==> src/rtl/mp_irq_pkg.sv <==
`timescale 1ns/1ps
package mp_irq_pkg;
    localparam int WORDW     = 32;
    localparam int LVLW      = 4;
    localparam int IDXW      = 8;
    localparam int SOFT_BASE = 17;
    localparam logic [WORDW-1:0] SOFT_MASK = 32'hFFFE_0000;
    localparam logic [3:0] EXT_CODE = 4'h1;

    typedef enum logic [1:0] {
        WR_SOFT_SET = 2'd0,
        WR_PEND_CLR = 2'd1,
        WR_GDIS     = 2'd2,
        WR_TARGET   = 2'd3
    } wr_sel_e;

    function automatic logic [LVLW-1:0] src_level(input int s);
        return LVLW'(s % 16);
    endfunction
endpackage

==> src/rtl/mp_irq_gsrc.sv <==
`timescale 1ns/1ps
module mp_irq_gsrc
    import mp_irq_pkg::*;
#(
    parameter int NSRC = 32,
    localparam int SRCW = $clog2(NSRC)
) (
    input  logic                clk,
    input  logic                rst_n,
    input  logic [NSRC-1:0]     src_i,
    input  logic                ev_glob,
    input  logic [SRCW-1:0]     ev_src,
    input  logic                ev_set,
    input  logic                dis_we,
    input  logic [WORDW-1:0]    dis_wdata,
    output logic [LVLW-1:0]     glvl_o
);
    typedef struct packed {
        logic [NSRC-1:0] prev;
        logic [NSRC-1:0] pend;
        logic [NSRC-1:0] dis;
    } gsrc_t;

    gsrc_t r_q, r_d;
    logic [NSRC-1:0] live;
    logic [LVLW-1:0] best;

    always_comb begin
        r_d      = r_q;
        r_d.prev = src_i;
        for (int i = 0; i < NSRC; i++) begin
            if (src_i[i] && !r_q.prev[i]) r_d.pend[i] = 1'b1;
            if (!src_i[i] && r_q.prev[i]) r_d.pend[i] = 1'b0;
        end
        if (ev_glob) r_d.pend[ev_src] = ev_set;
        if (dis_we) r_d.dis = dis_wdata[NSRC-1:0];

        live = r_q.pend & ~r_q.dis;
        best = '0;
        for (int i = 0; i < NSRC; i++) begin
            if (live[i] && (src_level(i) > best)) best = src_level(i);
        end
    end

    assign glvl_o = best;

    always_ff @(posedge clk) begin
        if (!rst_n) r_q <= '0;
        else        r_q <= r_d;
    end

    AST_ALL_MASKED_SILENT: assert property (@(posedge clk) disable iff (!rst_n)
        (&r_q.dis) |-> (glvl_o == '0));
    AST_RISE_SETS: assert property (@(posedge clk) disable iff (!rst_n)
        (src_i[1] && !r_q.prev[1] && !ev_glob) |=> r_q.pend[1]);
endmodule

==> src/rtl/mp_irq_slot.sv <==
`timescale 1ns/1ps
module mp_irq_slot
    import mp_irq_pkg::*;
#(
    parameter int CPU_ID  = 0,
    parameter bit PRESENT = 1'b1,
    parameter int CPUW    = 4
) (
    input  logic                clk,
    input  logic                rst_n,
    input  logic                ev_stb,
    input  logic [CPUW-1:0]     ev_cpu,
    input  logic [LVLW-1:0]     ev_lvl,
    input  logic                ev_set,
    input  logic                bus_we,
    input  wr_sel_e             bus_sel,
    input  logic [CPUW-1:0]     bus_cpu,
    input  logic [WORDW-1:0]    bus_wdata,
    input  logic [LVLW-1:0]     glvl_i,
    input  logic [CPUW-1:0]     tgt_i,
    input  logic                ack_i,
    output logic [LVLW-1:0]     lvl_o,
    output logic                req_o,
    output logic                wake_o,
    output logic [IDXW-1:0]     idx_o,
    output logic                ghit_o
);
    typedef struct packed {
        logic [WORDW-1:0] pend;
        logic [IDXW-1:0]  idx;
    } slot_t;

    localparam logic [CPUW-1:0] MY_ID = CPUW'(CPU_ID);

    slot_t r_q, r_d;
    logic [LVLW-1:0] loc_lvl, soft_lvl, cand, lvl_w;
    logic            routed, ev_mine, bus_mine;

    always_comb begin
        loc_lvl  = '0;
        soft_lvl = '0;
        for (int j = 1; j < 16; j++) begin
            if (r_q.pend[j]) loc_lvl = LVLW'(j);
        end
        for (int j = SOFT_BASE; j < WORDW; j++) begin
            if (r_q.pend[j]) soft_lvl = LVLW'(j - 16);
        end
        routed = PRESENT && (tgt_i == MY_ID);
        cand   = routed ? glvl_i : '0;
        lvl_w  = (loc_lvl > soft_lvl) ? loc_lvl : soft_lvl;
        if (cand > lvl_w) lvl_w = cand;
        if (!PRESENT) lvl_w = '0;

        ev_mine  = ev_stb && (ev_cpu == MY_ID) && (ev_lvl != '0);
        bus_mine = bus_we && (bus_cpu == MY_ID);

        r_d = r_q;
        if (ev_mine) r_d.pend[ev_lvl] = ev_set;
        if (bus_mine) begin
            case (bus_sel)
                WR_SOFT_SET: r_d.pend = r_d.pend | (bus_wdata & SOFT_MASK);
                WR_PEND_CLR: r_d.pend = r_d.pend & ~bus_wdata;
                default: ;
            endcase
        end
        if (ack_i)                                r_d.idx = '0;
        else if ((r_q.idx == '0) && (lvl_w != '0)) r_d.idx = {EXT_CODE, lvl_w};
    end

    assign lvl_o  = lvl_w;
    assign wake_o = (lvl_w != '0);
    assign req_o  = PRESENT && (r_q.idx != '0);
    assign idx_o  = PRESENT ? r_q.idx : '0;
    assign ghit_o = routed && (glvl_i != '0);

    always_ff @(posedge clk) begin
        if (!rst_n) r_q <= '0;
        else        r_q <= r_d;
    end

    AST_ACK_CLEARS: assert property (@(posedge clk) disable iff (!rst_n)
        ack_i |=> (idx_o == '0));
    AST_IDX_HOLDS: assert property (@(posedge clk) disable iff (!rst_n)
        ((idx_o != '0) && !ack_i) |=> $stable(idx_o));
    AST_IDX_LATCH: assert property (@(posedge clk) disable iff (!rst_n)
        ((idx_o == '0) && !ack_i && (lvl_o != '0)) |=> (idx_o == {EXT_CODE, $past(lvl_o)}));
    AST_SOFT_LOW_KEPT: assert property (@(posedge clk) disable iff (!rst_n)
        (bus_mine && (bus_sel == WR_SOFT_SET) && !ev_mine) |=> (r_q.pend[16:0] == $past(r_q.pend[16:0])));
endmodule

==> src/rtl/mp_irq_hub.sv <==
`timescale 1ns/1ps
module mp_irq_hub
    import mp_irq_pkg::*;
#(
    parameter int             NCPU        = 4,
    parameter int             NSRC        = 32,
    parameter logic [NCPU-1:0] CPU_PRESENT = 4'b1011,
    localparam int            CPUW        = 4,
    localparam int            SRCW        = $clog2(NSRC)
) (
    input  logic                 clk,
    input  logic                 rst_n,
    input  logic [NSRC-1:0]      src_i,
    input  logic                 li_stb,
    input  logic [SRCW-1:0]      li_src,
    input  logic                 li_set,
    input  logic [CPUW-1:0]      li_cpu,
    input  logic                 bus_wr,
    input  logic [1:0]           bus_addr,
    input  logic [CPUW-1:0]      bus_cpu,
    input  logic [WORDW-1:0]     bus_wdata,
    input  logic [NCPU-1:0]      ack_i,
    output logic [NCPU*LVLW-1:0] lvl_o,
    output logic [NCPU-1:0]      req_o,
    output logic [NCPU-1:0]      wake_o,
    output logic [NCPU*IDXW-1:0] idx_o
);
    wr_sel_e         sel;
    logic [CPUW-1:0] tgt_q, tgt_d;
    logic [LVLW-1:0] glvl, ev_lvl;
    logic            ev_glob;
    logic [NCPU-1:0] ghit;

    always_comb begin
        sel     = wr_sel_e'(bus_addr);
        ev_glob = li_stb && (li_cpu == '1);
        ev_lvl  = src_level(int'(li_src));
        tgt_d   = tgt_q;
        if (bus_wr && (sel == WR_TARGET)) tgt_d = bus_wdata[CPUW-1:0];
    end

    always_ff @(posedge clk) begin
        if (!rst_n) tgt_q <= '0;
        else        tgt_q <= tgt_d;
    end

    mp_irq_gsrc #(.NSRC(NSRC)) u_gsrc (
        .clk       (clk),
        .rst_n     (rst_n),
        .src_i     (src_i),
        .ev_glob   (ev_glob),
        .ev_src    (li_src),
        .ev_set    (li_set),
        .dis_we    (bus_wr && (sel == WR_GDIS)),
        .dis_wdata (bus_wdata),
        .glvl_o    (glvl)
    );

    for (genvar c = 0; c < NCPU; c++) begin : g_slot
        mp_irq_slot #(.CPU_ID(c), .PRESENT(CPU_PRESENT[c]), .CPUW(CPUW)) u_slot (
            .clk       (clk),
            .rst_n     (rst_n),
            .ev_stb    (li_stb),
            .ev_cpu    (li_cpu),
            .ev_lvl    (ev_lvl),
            .ev_set    (li_set),
            .bus_we    (bus_wr),
            .bus_sel   (sel),
            .bus_cpu   (bus_cpu),
            .bus_wdata (bus_wdata),
            .glvl_i    (glvl),
            .tgt_i     (tgt_q),
            .ack_i     (ack_i[c]),
            .lvl_o     (lvl_o[c*LVLW +: LVLW]),
            .req_o     (req_o[c]),
            .wake_o    (wake_o[c]),
            .idx_o     (idx_o[c*IDXW +: IDXW]),
            .ghit_o    (ghit[c])
        );

        if (!CPU_PRESENT[c]) begin : g_absent
            AST_ABSENT_QUIET: assert property (@(posedge clk) disable iff (!rst_n)
                1'b1 |-> (!wake_o[c] && !req_o[c]));
        end
    end

    AST_ONE_GLOBAL_TARGET: assert property (@(posedge clk) disable iff (!rst_n)
        $onehot0(ghit));
    AST_WAKE_WHILE_BUSY: assert property (@(posedge clk) disable iff (!rst_n)
        (req_o[0] && (lvl_o[LVLW-1:0] != '0)) |-> wake_o[0]);
endmodule

==> config.mk <==
export PLATFORM = sky130hd
export DESIGN_NAME = mp_irq_hub
export DESIGN_NICKNAME = d
export VERILOG_FILES = /design/src/rtl/mp_irq_pkg.sv /design/src/rtl/mp_irq_gsrc.sv /design/src/rtl/mp_irq_slot.sv /design/src/rtl/mp_irq_hub.sv
export SDC_FILE = /design/constraint.sdc
export NUM_CORES = 1
export LEC_CHECK = 0
export CAP_MARGIN = 20
export CORE_ASPECT_RATIO = 0.5
export CORE_MARGIN = 5
export CORE_UTILIZATION = 51
export CTS_CLUSTER_DIAMETER = 80
export CTS_CLUSTER_SIZE = 10
export DETAILED_ROUTE_END_ITERATION = 6
export PLACE_DENSITY = 0.78
export SLEW_MARGIN = 10
export SYNTH_ARGS = -nofsm -noshare
export SYNTH_HDL_FRONTEND = slang
export SYNTH_SLANG_ARGS = --single-unit
==> constraint.sdc <==
create_clock -name clk -period 5.2 [get_ports clk]
set_input_delay 1.04 -clock clk [delete_from_list [all_inputs] [get_ports clk]]
set_output_delay 1.04 -clock clk [all_outputs]
set_load 0.01 [all_outputs]
---- Word-level counts from Yosys, hierarchy flattened ----
Cells that the tools add are included.
word-level totals
  bits in registers ....................... 211
  input port bits ......................... 88
  output and inout bits ................... 56
  word-level logic and storage cells ...... 474
cells by class
  $lt $le $gt $ge ......................... 40
  equal/unequal tests ..................... 10
  multiplexer cells ....................... 212
  bitwise operators ....................... 10
  reduce and logical (&&, ||, !) cells .... 192
operator list
  operator                                            number
  2-to-1 mux 4 bit                                    99
  2-to-1 mux 32 bit                                   7
  case mux 32 bit (2 select lines)                    3
  bitwise AND 32 bit                                  4
  bitwise mux 32 bit                                  4
  logical AND 1 bit                                   111
  bitwise OR 32 bit                                   3
  2-to-1 mux 1 bit                                    73
  logical NOT 1 bit                                   64
  inverter 32 bit                                     2
  > comparator 4 bit (first input constant)           15
  2-to-1 mux 3 bit                                    16
  > comparator 4 bit                                  6
  logical NOT 8 bit                                   3
  nonzero test 8 bit                                  3
  > comparator 3 x 4 -> 1 bit (first input constant)  4
  2-to-1 mux 2 bit                                    8
  nonzero test 4 bit                                  4
  == test 4 x 1 -> 1 bit (second input constant)      3
  == test 4 x 2 -> 1 bit (second input constant)      3
  logical NOT 4 bit                                   3
  > comparator 3 bit (first input constant)           3
  > comparator 1 x 4 -> 1 bit (first input constant)  2
  > comparator 2 x 4 -> 1 bit (first input constant)  2
  other kinds (16)                                    19

---- Logic depth before layout (Yosys ltp) ----
Gate-level depths: netlist of run 1.
  depth after elaboration ................. 98
  mapped depth ............................ 25
  depth with buffers taken out ............ 25

---- Cells and area by module ----
Synthesis of run 1 repeated with hierarchy kept, for this count alone.
second synthesis, totals
  cell total of the unflattened synthesis .. 1339
  area total of the unflattened synthesis .. 11178.2 um^2
modules (own cells, without submodules)
  module                          instances  cells an instance  area an instance (um^2)
  mp_irq_gsrc                     1          512                4337.9
  mp_irq_slot (g_slot[3].u_slot)  1          269                2208.4
  mp_irq_slot (g_slot[0].u_slot)  1          258                2184.6
  mp_irq_slot (g_slot[1].u_slot)  1          260                2145.8
  mp_irq_hub                      1          24                 185.2
  mp_irq_slot (g_slot[2].u_slot)  1          16                 116.4

---- Worst setup path before layout of run 1 ----
Ideal clock, no wire load.
  path type ............................... flip-flop to output port
  start point ............................. register u_gsrc.r_q[44] in the netlist's numbering
  end point ............................... output port wake_o[0]
  data arrival time ....................... 4.372 ns
  required time ........................... 4.160 ns
  setup slack ............................. -0.212 ns
  cell stages (with the launch flop) ...... 20
  path through ............................ dfxtp_1 > nor2b_1 > nor4_4 > and2_1 > clkbuf_1 > o31ai_1 > a211oi_1 > o211ai_1 > a221o_1 > mux2i_1 > nand2_1 > ha_1 > and4_1 > a21oi_1 > nand2_1 > o22ai_1 > nor3b_1 > a32oi_1 > o31a_1 > buf_4
on the way
  word-level cells in the longest chain between the ends .. 64
ends and longest elaborated chain
  element                   line               RTL
  start: declaration        mp_irq_gsrc.sv:24  gsrc_t r_q, r_d;
  start signal: assignment  mp_irq_gsrc.sv:49  else r_q <= r_d;
  bitwise AND 32 bit *      mp_irq_gsrc.sv:38  live = r_q.pend & ~r_q.dis;
  logical AND 1 bit *       mp_irq_gsrc.sv:41  if (live[i] && (src_level(i) > best)) best = src_level(i);
  2-to-1 mux 4 bit *        mp_irq_gsrc.sv:41
  > comparator 4 bit        mp_irq_gsrc.sv:41
  logical AND 1 bit         mp_irq_gsrc.sv:41
  2-to-1 mux 4 bit *        mp_irq_gsrc.sv:41
  > comparator 4 bit        mp_irq_gsrc.sv:41
  logical AND 1 bit         mp_irq_gsrc.sv:41
  [... 49 more ...]         n/a
  > comparator 4 bit        mp_irq_gsrc.sv:41
  logical AND 1 bit         mp_irq_gsrc.sv:41
  2-to-1 mux 4 bit *        mp_irq_gsrc.sv:41
  2-to-1 mux 4 bit *        mp_irq_slot.sv:49  cand = routed ? glvl_i : '0;
  > comparator 4 bit        mp_irq_slot.sv:51  if (cand > lvl_w) lvl_w = cand;
  2-to-1 mux 4 bit *        mp_irq_slot.sv:51
  net lvl_o[3]              mp_irq_hub.sv:23   output logic [NCPU*LVLW-1:0] lvl_o,
  nonzero test 4 bit *      mp_irq_slot.sv:71  assign wake_o = (lvl_w != '0);
  end: declaration          mp_irq_hub.sv:25   output logic [NCPU-1:0] wake_o,
Mark *: on every way through the listed nets, which the timed path passes. The rest lies on a longest branch.

---- Final worst setup path of run 1 ----
  start point ............................. register g_slot[1].u_slot.r_q[29] in the netlist's numbering
  end point ............................... output port wake_o[1]
on the way
  word-level cells in the longest chain between the ends .. 16
ends and longest elaborated chain
  element                           line               RTL
  start: declaration                mp_irq_slot.sv:35  slot_t r_q, r_d;
  start signal: assignment          mp_irq_slot.sv:78  else r_q <= r_d;
  2-to-1 mux 3 bit * (3 in series)  mp_irq_slot.sv:46  if (r_q.pend[j]) soft_lvl = LVLW'(j - 16);
  2-to-1 mux 4 bit * (8 in series)  mp_irq_slot.sv:46
  > comparator 4 bit                mp_irq_slot.sv:50  lvl_w = (loc_lvl > soft_lvl) ? loc_lvl : soft_lvl;
  2-to-1 mux 4 bit *                mp_irq_slot.sv:50
  > comparator 4 bit                mp_irq_slot.sv:51
  2-to-1 mux 4 bit *                mp_irq_slot.sv:51
  nonzero test 4 bit *              mp_irq_slot.sv:71
Mark *: on every way between the ends. The rest lies on a longest branch, timed or not.

==> flow_metrics.py, run 1 <==
metrics = {
    "outcome": {
        "status": "finished with violations",
        "violations": "design-rule violations, negative setup slack",
    },
    "grt": {
        "grt_pass1_vias": 11390,
        "gr-total-overflow": 0,
        "antenna_found_initial": 0,
        "grt_max_degree": 82,
        "grt_pass1_wl_um": 59740,
        "grt_usage": 0.3034,
    },
    "timing": {
        "finalSetupViolCount": 15,
        "final.period_utilization": 1.163,
        "tightest_slew_ns": 1.092,
        "slew_violations": 0,
        "clock.fmax_ghz": 0.1654,
        "finalCriticalPeriod_ns": 6.045,
        "skew_ns": 0.01145,
        "rsz0062_at_grt": "true",
        "hold_viol_final": 0,
        "slew_headroom": 0.2693,
        "fin_ws_ns": -0.8452,
    },
    "worst_setup_path": {
        "crit_path_end_kind": "output pin",
        "r2r_start": "g_slot[3].u_slot.r_q[26]$_SDFFE_PN0P_",
        "crit_type": "reg2out",
        "cp-start-kind": "flip-flop",
        "worstPathArrival_ns": 5.01,
        "r2r_slack_ns": 0.51,
        "cp_max_fo": 3,
        "r2r-end": "g_slot[3].u_slot.idx_o[2]$_SDFFE_PP0P_",
        "required_ns": 4.16,
        "reg2regPathDepth": 28,
    },
    "pwr": {
        "clkPwrFrac": 0.323,
        "seqPwrFrac": 0.386,
        "p_sw_frac": 0.3074,
        "switchingPower_mw": 1.289,
        "p_comb_frac": 0.291,
        "peakVddDrop_mv": 0.2283,
        "power.density_mw_per_mm2": 280.9,
        "p_leak_nw": 5.787,
        "internal_power_mw": 2.906,
    },
    "min_path": {
        "min_from": "u_gsrc.r_q[3]$_SDFFE_PN0P_",
        "holdPathEnd": "u_gsrc.r_q[3]$_SDFFE_PN0P_",
        "hold_class": "reg2reg",
        "whs_path_depth": 2,
    },
    "synth": {
        "synth_top_family_by_area": "simple AND/OR/NAND/NOR gates",
        "yosys.area.top_type": "dfxtp_1",
        "async_flop_share": 0,
        "synthCells": 1416,
        "synth-simple-area-share": 0.2542,
        "synth_cell_type_count": 65,
        "ys_top_cells_by_area": "dfxtp_1, a21oi_1, nand2_1",
        "muxShareOfSynthArea": 0.02863,
        "yosysSeqAreaShare": 0.3661,
        "synth-xor-area-share": 0,
        "synth-main-ff-cell": "dfxtp_1",
        "synth_edf_count": 0,
        "ys_ff_latch": 199,
        "syn_area_per_cell_um2": 7.686,
        "synth_compound_area_frac": 0.2145,
        "yosys_warnings": 0,
        "syn_area_mm2": 0.01088,
        "synthAdderAreaFrac": 0.05519,
        "synth_top_area_share": 0.3661,
    },
    "placement": {
        "port_buffers": 116,
        "dp.cells": 1866,
        "place.gp.congestion": 1.016,
        "dp_slack_ns": -0.5339,
        "dp_hpwl_um": 25890,
    },
    "drt": {
        "detail_route.wl_per_cell_um": 22.06,
        "first_pass_iters": 7,
        "wl_um": 43110,
        "drc": 14,
        "first_iter_violations": 1975,
        "vias": 12320,
        "vias_per_cell": 6.306,
        "antenna_left": 0,
    },
    "clocking": {
        "cts.clk_slew.worst_paths_ns": 0.07,
        "cts_buffers": 17,
        "clock_sinks": 199,
        "cts-hold-fix-buffers": 0,
        "cts_buffer_depth": 2,
        "htreeDepth": 4,
        "tritoncts": "done",
        "clk_latency_ns": 0.46,
        "cts-root-buf": "clkbuf_16",
    },
    "die": {
        "rows": 37,
        "coreArea_mm2": 0.02074,
        "die_w_um": 216.6,
        "io_pins": 144,
        "die_h_um": 113.3,
        "design.die.area_mm2": 0.02454,
        "start_util": 0.5247,
    },
    "finish": {
        "area_growth_pct": 37.25,
        "fin_nets": 1780,
        "drive_gt1_frac": 0.2397,
        "diodes": 0,
        "layoutNonFillerInstCount": 1954,
    },
    "run": {
        "maxCapViolCount": 0,
    },
}
[cells in the final DEF, fill, tap and decap left out, types with 18 or more instances in the layout]
master,netlist,routed
nand2b_1,38,36
nor2_1,152,141
buf_6,0,29
dfxtp_1,199,181
buf_4,44,190
nand2_1,181,179
and2_1,43,41
a2111oi_0,23,23
clkdlybuf4s50_1,0,100
maj3_1,30,30
a21oi_1,174,162
nand3_1,50,47
inv_1,74,71
mux2i_1,30,21
nor3_1,31,26
conb_1,1,23
a311oi_1,31,30
nor4_1,25,24
dfxtp_2,0,18
[synthesized netlist by cell type (all sizes together), types with 6 or more instances]
| master | number |
|---|---|
| nand2 | 182 |
| mux2i | 30 |
| inv | 74 |
| nor3 | 31 |
| or2 | 9 |
| nand2b | 38 |
| a211oi | 19 |
| nor2b | 24 |
| a2111oi | 24 |
| ha | 24 |
| a22o | 6 |
| a21oi | 174 |
| nor2 | 152 |
| o21ai | 26 |
| nand3 | 50 |
| o31ai | 9 |
| dfxtp | 199 |
| a311oi | 31 |
| o211ai | 6 |
| maj3 | 30 |
| nor4 | 26 |
| and2 | 44 |
| buf | 45 |
| a221oi | 10 |
| clkbuf | 72 |
[metrics by stage]
| stage | hold WS (ns) | utilization | TNS [ns] | power, mW | area, um2 |
|---|---|---|---|---|---|
| finish | 0.4548 | 0.7202 | -8.134 | 4.195 | 14940 |
| global route | 0.4865 | 0.7202 | -10.05 | 4.317 | 14940 |
| CTS | 0.4565 | 0.6957 | -3.049 | 4.009 | 14430 |
| detailed placement | 0.4468 | 0.6306 | -4.569 | 2.516 | 13080 |
| global placement | 0.4387 | 0.6299 | -2.416 | 2.484 | 13060 |
| floorplan | 0.4311 | - | 0 | 2.126 | 10970 |
[cell families (layout without fill, tap and decap cells)]
family,count (synthesis),in the layout
AND/OR/NAND/NOR,582,582
AO/OA/AOI/OAI,358,358
flip-flops,199,199
buffers and inverters,191,434
adder cells (fa/ha/maj),54,54
multiplexers,31,31
other,1,23
[timing repair]
item | CTS | global route
pin swaps | 51 | 38
setup buffers | 39 | 22
gates resized for setup | 189 | 82
endpoints found under the setup margin | 15 | 15
[worst max-delay path, stage by stage, from the launching register on]
cell      delay [ns]
dfxtp_2         0.33
buf_6           0.11
nor2_1          0.09
o21ai_1         0.08
a21oi_1         0.19
o31ai_1         0.11
a221oi_2        0.33
inv_1           0.23
ha_4            0.24
nor2b_4         0.13
o21ai_2         0.06
nand2b_1        0.10
a21oi_2         0.08
or2_4           0.30
mux2i_4         0.34
ha_4            0.26
nor2b_4         0.13
o21ai_2         0.12
nand2b_1        0.09
a21oi_2         0.19
a41o_1          0.20
or3_4           0.15
o21ai_2         0.06
a211o_1         0.32
nand2b_4        0.15
buf_6           0.13
[per-layer routing]
| metal | track usage | vias to the layer above | wire [um] |
|---|---|---|---|
| met3 | 0.07993 | 247 | 5330 |
| met5 | 0 | - | 0 |
| met4 | 0.1418 | 0 | 2557 |
| met1 | 0.3816 | 5694 | 15970 |
| met2 | 0.4913 | 945 | 19250 |
| li1 | - | 5436 | - |
[sequential cells by signal, summed over array words and instances (netlist names)]
name	cells
u_gsrc.r_q	90
tgt_q	4
g_slot.u_slot.idx_o	15
g_slot.u_slot.r_q	90
[power by group through the flow]
stage | Combinational (mW) | Sequential (mW) | Clock, mW
global placement | 0.838 | 1.65 | 0
global route | 1.27 | 1.62 | 1.42
CTS | 1.04 | 1.62 | 1.35
floorplan | 0.491 | 1.63 | 0
detailed placement | 0.868 | 1.65 | 0
finish | 1.22 | 1.62 | 1.36
[final cells by class]
type,count,area (um2)
clock inverters,10,121.4
clock buffers,22,464.2
inverters,74,280.3
repair buffers,328,2845
fillers,1403,5803
multi-input cells,1048,6878
well taps,273,341.6
flip-flops and latches,199,4006
[how the worst max path moves through the flow]
stage	start	end	slack (ns)	depth (start not counted)
final	g_slot[1].u_slot.r_q[29]$_SDFFE_PN0P_	wake_o[1]	-0.85	25
after global routing	g_slot[1].u_slot.r_q[29]$_SDFFE_PN0P_	wake_o[1]	-0.93	25
after CTS	u_gsrc.r_q[40]$_SDFF_PN0_	wake_o[1]	-0.36	22
after detailed placement	g_slot[1].u_slot.r_q[13]$_SDFF_PN0_	wake_o[1]	-0.53	25
after global placement	g_slot[0].u_slot.r_q[10]$_SDFF_PN0_	wake_o[0]	-0.36	21
after floorplan	u_gsrc.r_q[44]$_SDFF_PN0_	wake_o[3]	0.02	19
No activity file was read; power rests on OpenSTA's default activity.
==> run 2, diff against run 1 <==
--- a/config.mk
+++ b/config.mk
@@ -9,7 +9,7 @@
 export CORE_ASPECT_RATIO = 0.5
 export CORE_MARGIN = 5
 export CORE_UTILIZATION = 51
-export CTS_CLUSTER_DIAMETER = 80
+export CTS_CLUSTER_DIAMETER = 150
 export CTS_CLUSTER_SIZE = 10
 export DETAILED_ROUTE_END_ITERATION = 6
 export PLACE_DENSITY = 0.78
==> constraint.sdc (replaced) <==
create_clock -name clk -period 5.2 [get_ports clk]
set_input_delay 1.04 -clock clk [delete_from_list [all_inputs] [get_ports clk]]
set_output_delay 1.04 -clock clk [all_outputs]
set_load 0.1 [all_outputs]
==> run 2 against run 1 <==
- the run ends with negative setup slack left
- combinational power rose by 26%
- clock power is 6% lower
- power grew 5.9%
- register-to-register slack better by 0.07 ns
- die area unchanged
- fmax up 3.2%
- highest routed layer unchanged
==> flow_metrics.py, run 2 (synthesis results as in run 1) <==
metrics = {
    "worst_setup_path": {
        "cp_max_fo": 5,
        "r2r_slack_ns": 0.58,
        "reg2regPathDepth": 20,
        "r2r_start": "g_slot[3].u_slot.r_q[11]$_SDFF_PN0_",
        "worstPathArrival_ns": 4.82,
        "required_ns": 4.16,
        "cp-start-kind": "flip-flop",
        "r2r-end": "g_slot[3].u_slot.idx_o[4]$_SDFFE_PP0P_",
        "crit_type": "reg2out",
        "crit_path_end_kind": "output pin",
    },
    "min_path": {
        "whs_path_depth": 2,
        "min_from": "u_gsrc.r_q[7]$_SDFFE_PN0P_",
        "hold_class": "reg2reg",
        "holdPathEnd": "u_gsrc.r_q[7]$_SDFFE_PN0P_",
    },
    "clocking": {
        "cts.clk_slew.worst_paths_ns": 0.08,
        "cts_buffer_depth": 2,
        "clk_latency_ns": 0.46,
        "tritoncts": "done",
        "cts-root-buf": "clkbuf_16",
        "htreeDepth": 4,
        "cts_buffers": 17,
        "clock_sinks": 199,
    },
    "grt": {
        "grt_max_degree": 80,
        "grt_pass1_vias": 10770,
        "gr-total-overflow": 0,
        "grt_pass1_wl_um": 56910,
        "antenna_found_initial": 0,
        "grt_usage": 0.2881,
    },
    "run": {
        "maxCapViolCount": 0,
    },
    "pwr": {
        "p_leak_nw": 5.360,
        "switchingPower_mw": 1.629,
        "power.density_mw_per_mm2": 311.5,
        "p_sw_frac": 0.3666,
        "clkPwrFrac": 0.287,
        "p_comb_frac": 0.348,
        "peakVddDrop_mv": 0.3674,
        "seqPwrFrac": 0.365,
        "internal_power_mw": 2.814,
    },
    "finish": {
        "diodes": 0,
        "drive_gt1_frac": 0.1851,
        "final_cell_mix": "dfxtp_1, nand2_1, a21oi_1",
        "layoutNonFillerInstCount": 1872,
        "layout_commonest_cell": "dfxtp_1",
        "fillers": 1631,
        "area_growth_pct": 31.04,
        "fin_nets": 1698,
    },
    "timing": {
        "hold_ws_ns": 0.4550,
        "hold_viol_final": 0,
        "clock.fmax_ghz": 0.1708,
        "final.period_utilization": 1.126,
        "rsz0062_at_grt": "true",
        "slew_headroom": 0.2645,
        "tns_ns": -6.459,
        "tightest_slew_ns": 1.099,
        "finalSetupViolCount": 15,
        "fin_ws_ns": -0.6563,
        "skew_ns": 0.01179,
        "finalCriticalPeriod_ns": 5.856,
        "slew_violations": 0,
    },
    "drt": {
        "first_pass_iters": 5,
        "vias_per_cell": 6.042,
        "wl_um": 36820,
        "antenna_left": 0,
        "first_iter_violations": 1151,
        "drc": 0,
        "vias": 11310,
        "detail_route.wl_per_cell_um": 19.67,
    },
    "die": {
        "design.die.area_mm2": 0.02454,
        "coreArea_mm2": 0.02074,
        "start_util": 0.5247,
        "io_pins": 144,
        "die_h_um": 113.3,
        "rows": 37,
        "die_w_um": 216.6,
    },
    "placement": {
        "place.gp.congestion": 0.9390,
        "dp_hpwl_um": 25530,
        "dp.cells": 1795,
        "port_buffers": 116,
    },
    "outcome": {
        "violations": "negative setup slack",
        "status": "finished with violations",
    },
}
-- run 2: worst max path at each step --
stage / startpoint / endpoint / slack [ns] / cells after the start
5_1_grt: u_gsrc.r_q[47]$_SDFF_PN0_ / wake_o[0] / -0.82 / 23
2_1_floorplan: u_gsrc.r_q[44]$_SDFF_PN0_ / wake_o[0] / -0.47 / 16
6_report: g_slot[3].u_slot.r_q[11]$_SDFF_PN0_ / wake_o[3] / -0.66 / 19
3_3_place_gp: g_slot[1].u_slot.r_q[13]$_SDFF_PN0_ / wake_o[1] / -0.07 / 25
4_1_cts: g_slot[3].u_slot.r_q[26]$_SDFFE_PN0P_ / wake_o[3] / -0.51 / 20
3_5_place_dp: g_slot[1].u_slot.r_q[28]$_SDFFE_PN0P_ / wake_o[1] / -0.30 / 24
-- run 2: final cells by class --
cell class	count	area, um2	share of cell area
inverters	74	280.3	0.01965
clock buffers	21	460.4	0.03229
repair buffers	246	2357	0.1653
flip-flops and latches	199	3996	0.2802
well taps	273	341.6	0.02395
multi-input cells	1048	6733	0.4721
clock inverters	11	92.59	0.006492
-- run 2: critical path, cell delays in order (launching register included) --
cell and delay (ns):
dfxtp_2 0.33, nor2_2 0.11, nor3_2 0.05, o31ai_1 0.26
nand2_1 0.11, a211o_4 0.38, ha_4 0.28, nor2b_4 0.14
o21ai_2 0.08, nand2b_1 0.11, a21oi_2 0.06, a41oi_2 0.24
buf_4 0.19, buf_4 0.11, mux2i_2 0.31, ha_1 0.34
a41oi_2 0.34, or3b_4 0.42, o31a_1 0.29, buf_12 0.18
-- run 2: per-stage QoR --
stage	setup WS (ns)	power, mW	util	cell area, um2
finish	-0.6563	4.443	0.6876	14260
global route	-0.8234	4.594	0.6876	14260
CTS	-0.5133	4.338	0.6739	13980
detailed placement	-0.3036	2.956	0.6160	12780
global placement	-0.07185	2.931	0.6153	12760
floorplan	-0.4685	2.551	-	11080
-- run 2: repair_timing --
| action | in CTS | in global routing |
|---|---|---|
| setup endpoints to repair | 15 | 15 |
| gates resized for setup | 108 | 36 |
| hold buffers | 0 | 0 |
| pin swaps | 55 | 41 |
| setup buffers | 29 | 19 |
-- run 2: routing by layer --
layer	GRT usage	routed length (um)	share of wire
met5	0	0	0
met4	0.1008	1049	0.028
met3	0.06977	3453	0.094
met2	0.4618	16710	0.45
met1	0.3832	15600	0.42
-- run 2: power by group through the flow --
stage	sequential (mW)	combinational (mW)	clock, mW
floorplan	1.63	0.917	0
global placement	1.65	1.28	0
detailed placement	1.65	1.31	0
CTS	1.62	1.43	1.29
global route	1.62	1.62	1.35
finish	1.62	1.54	1.28
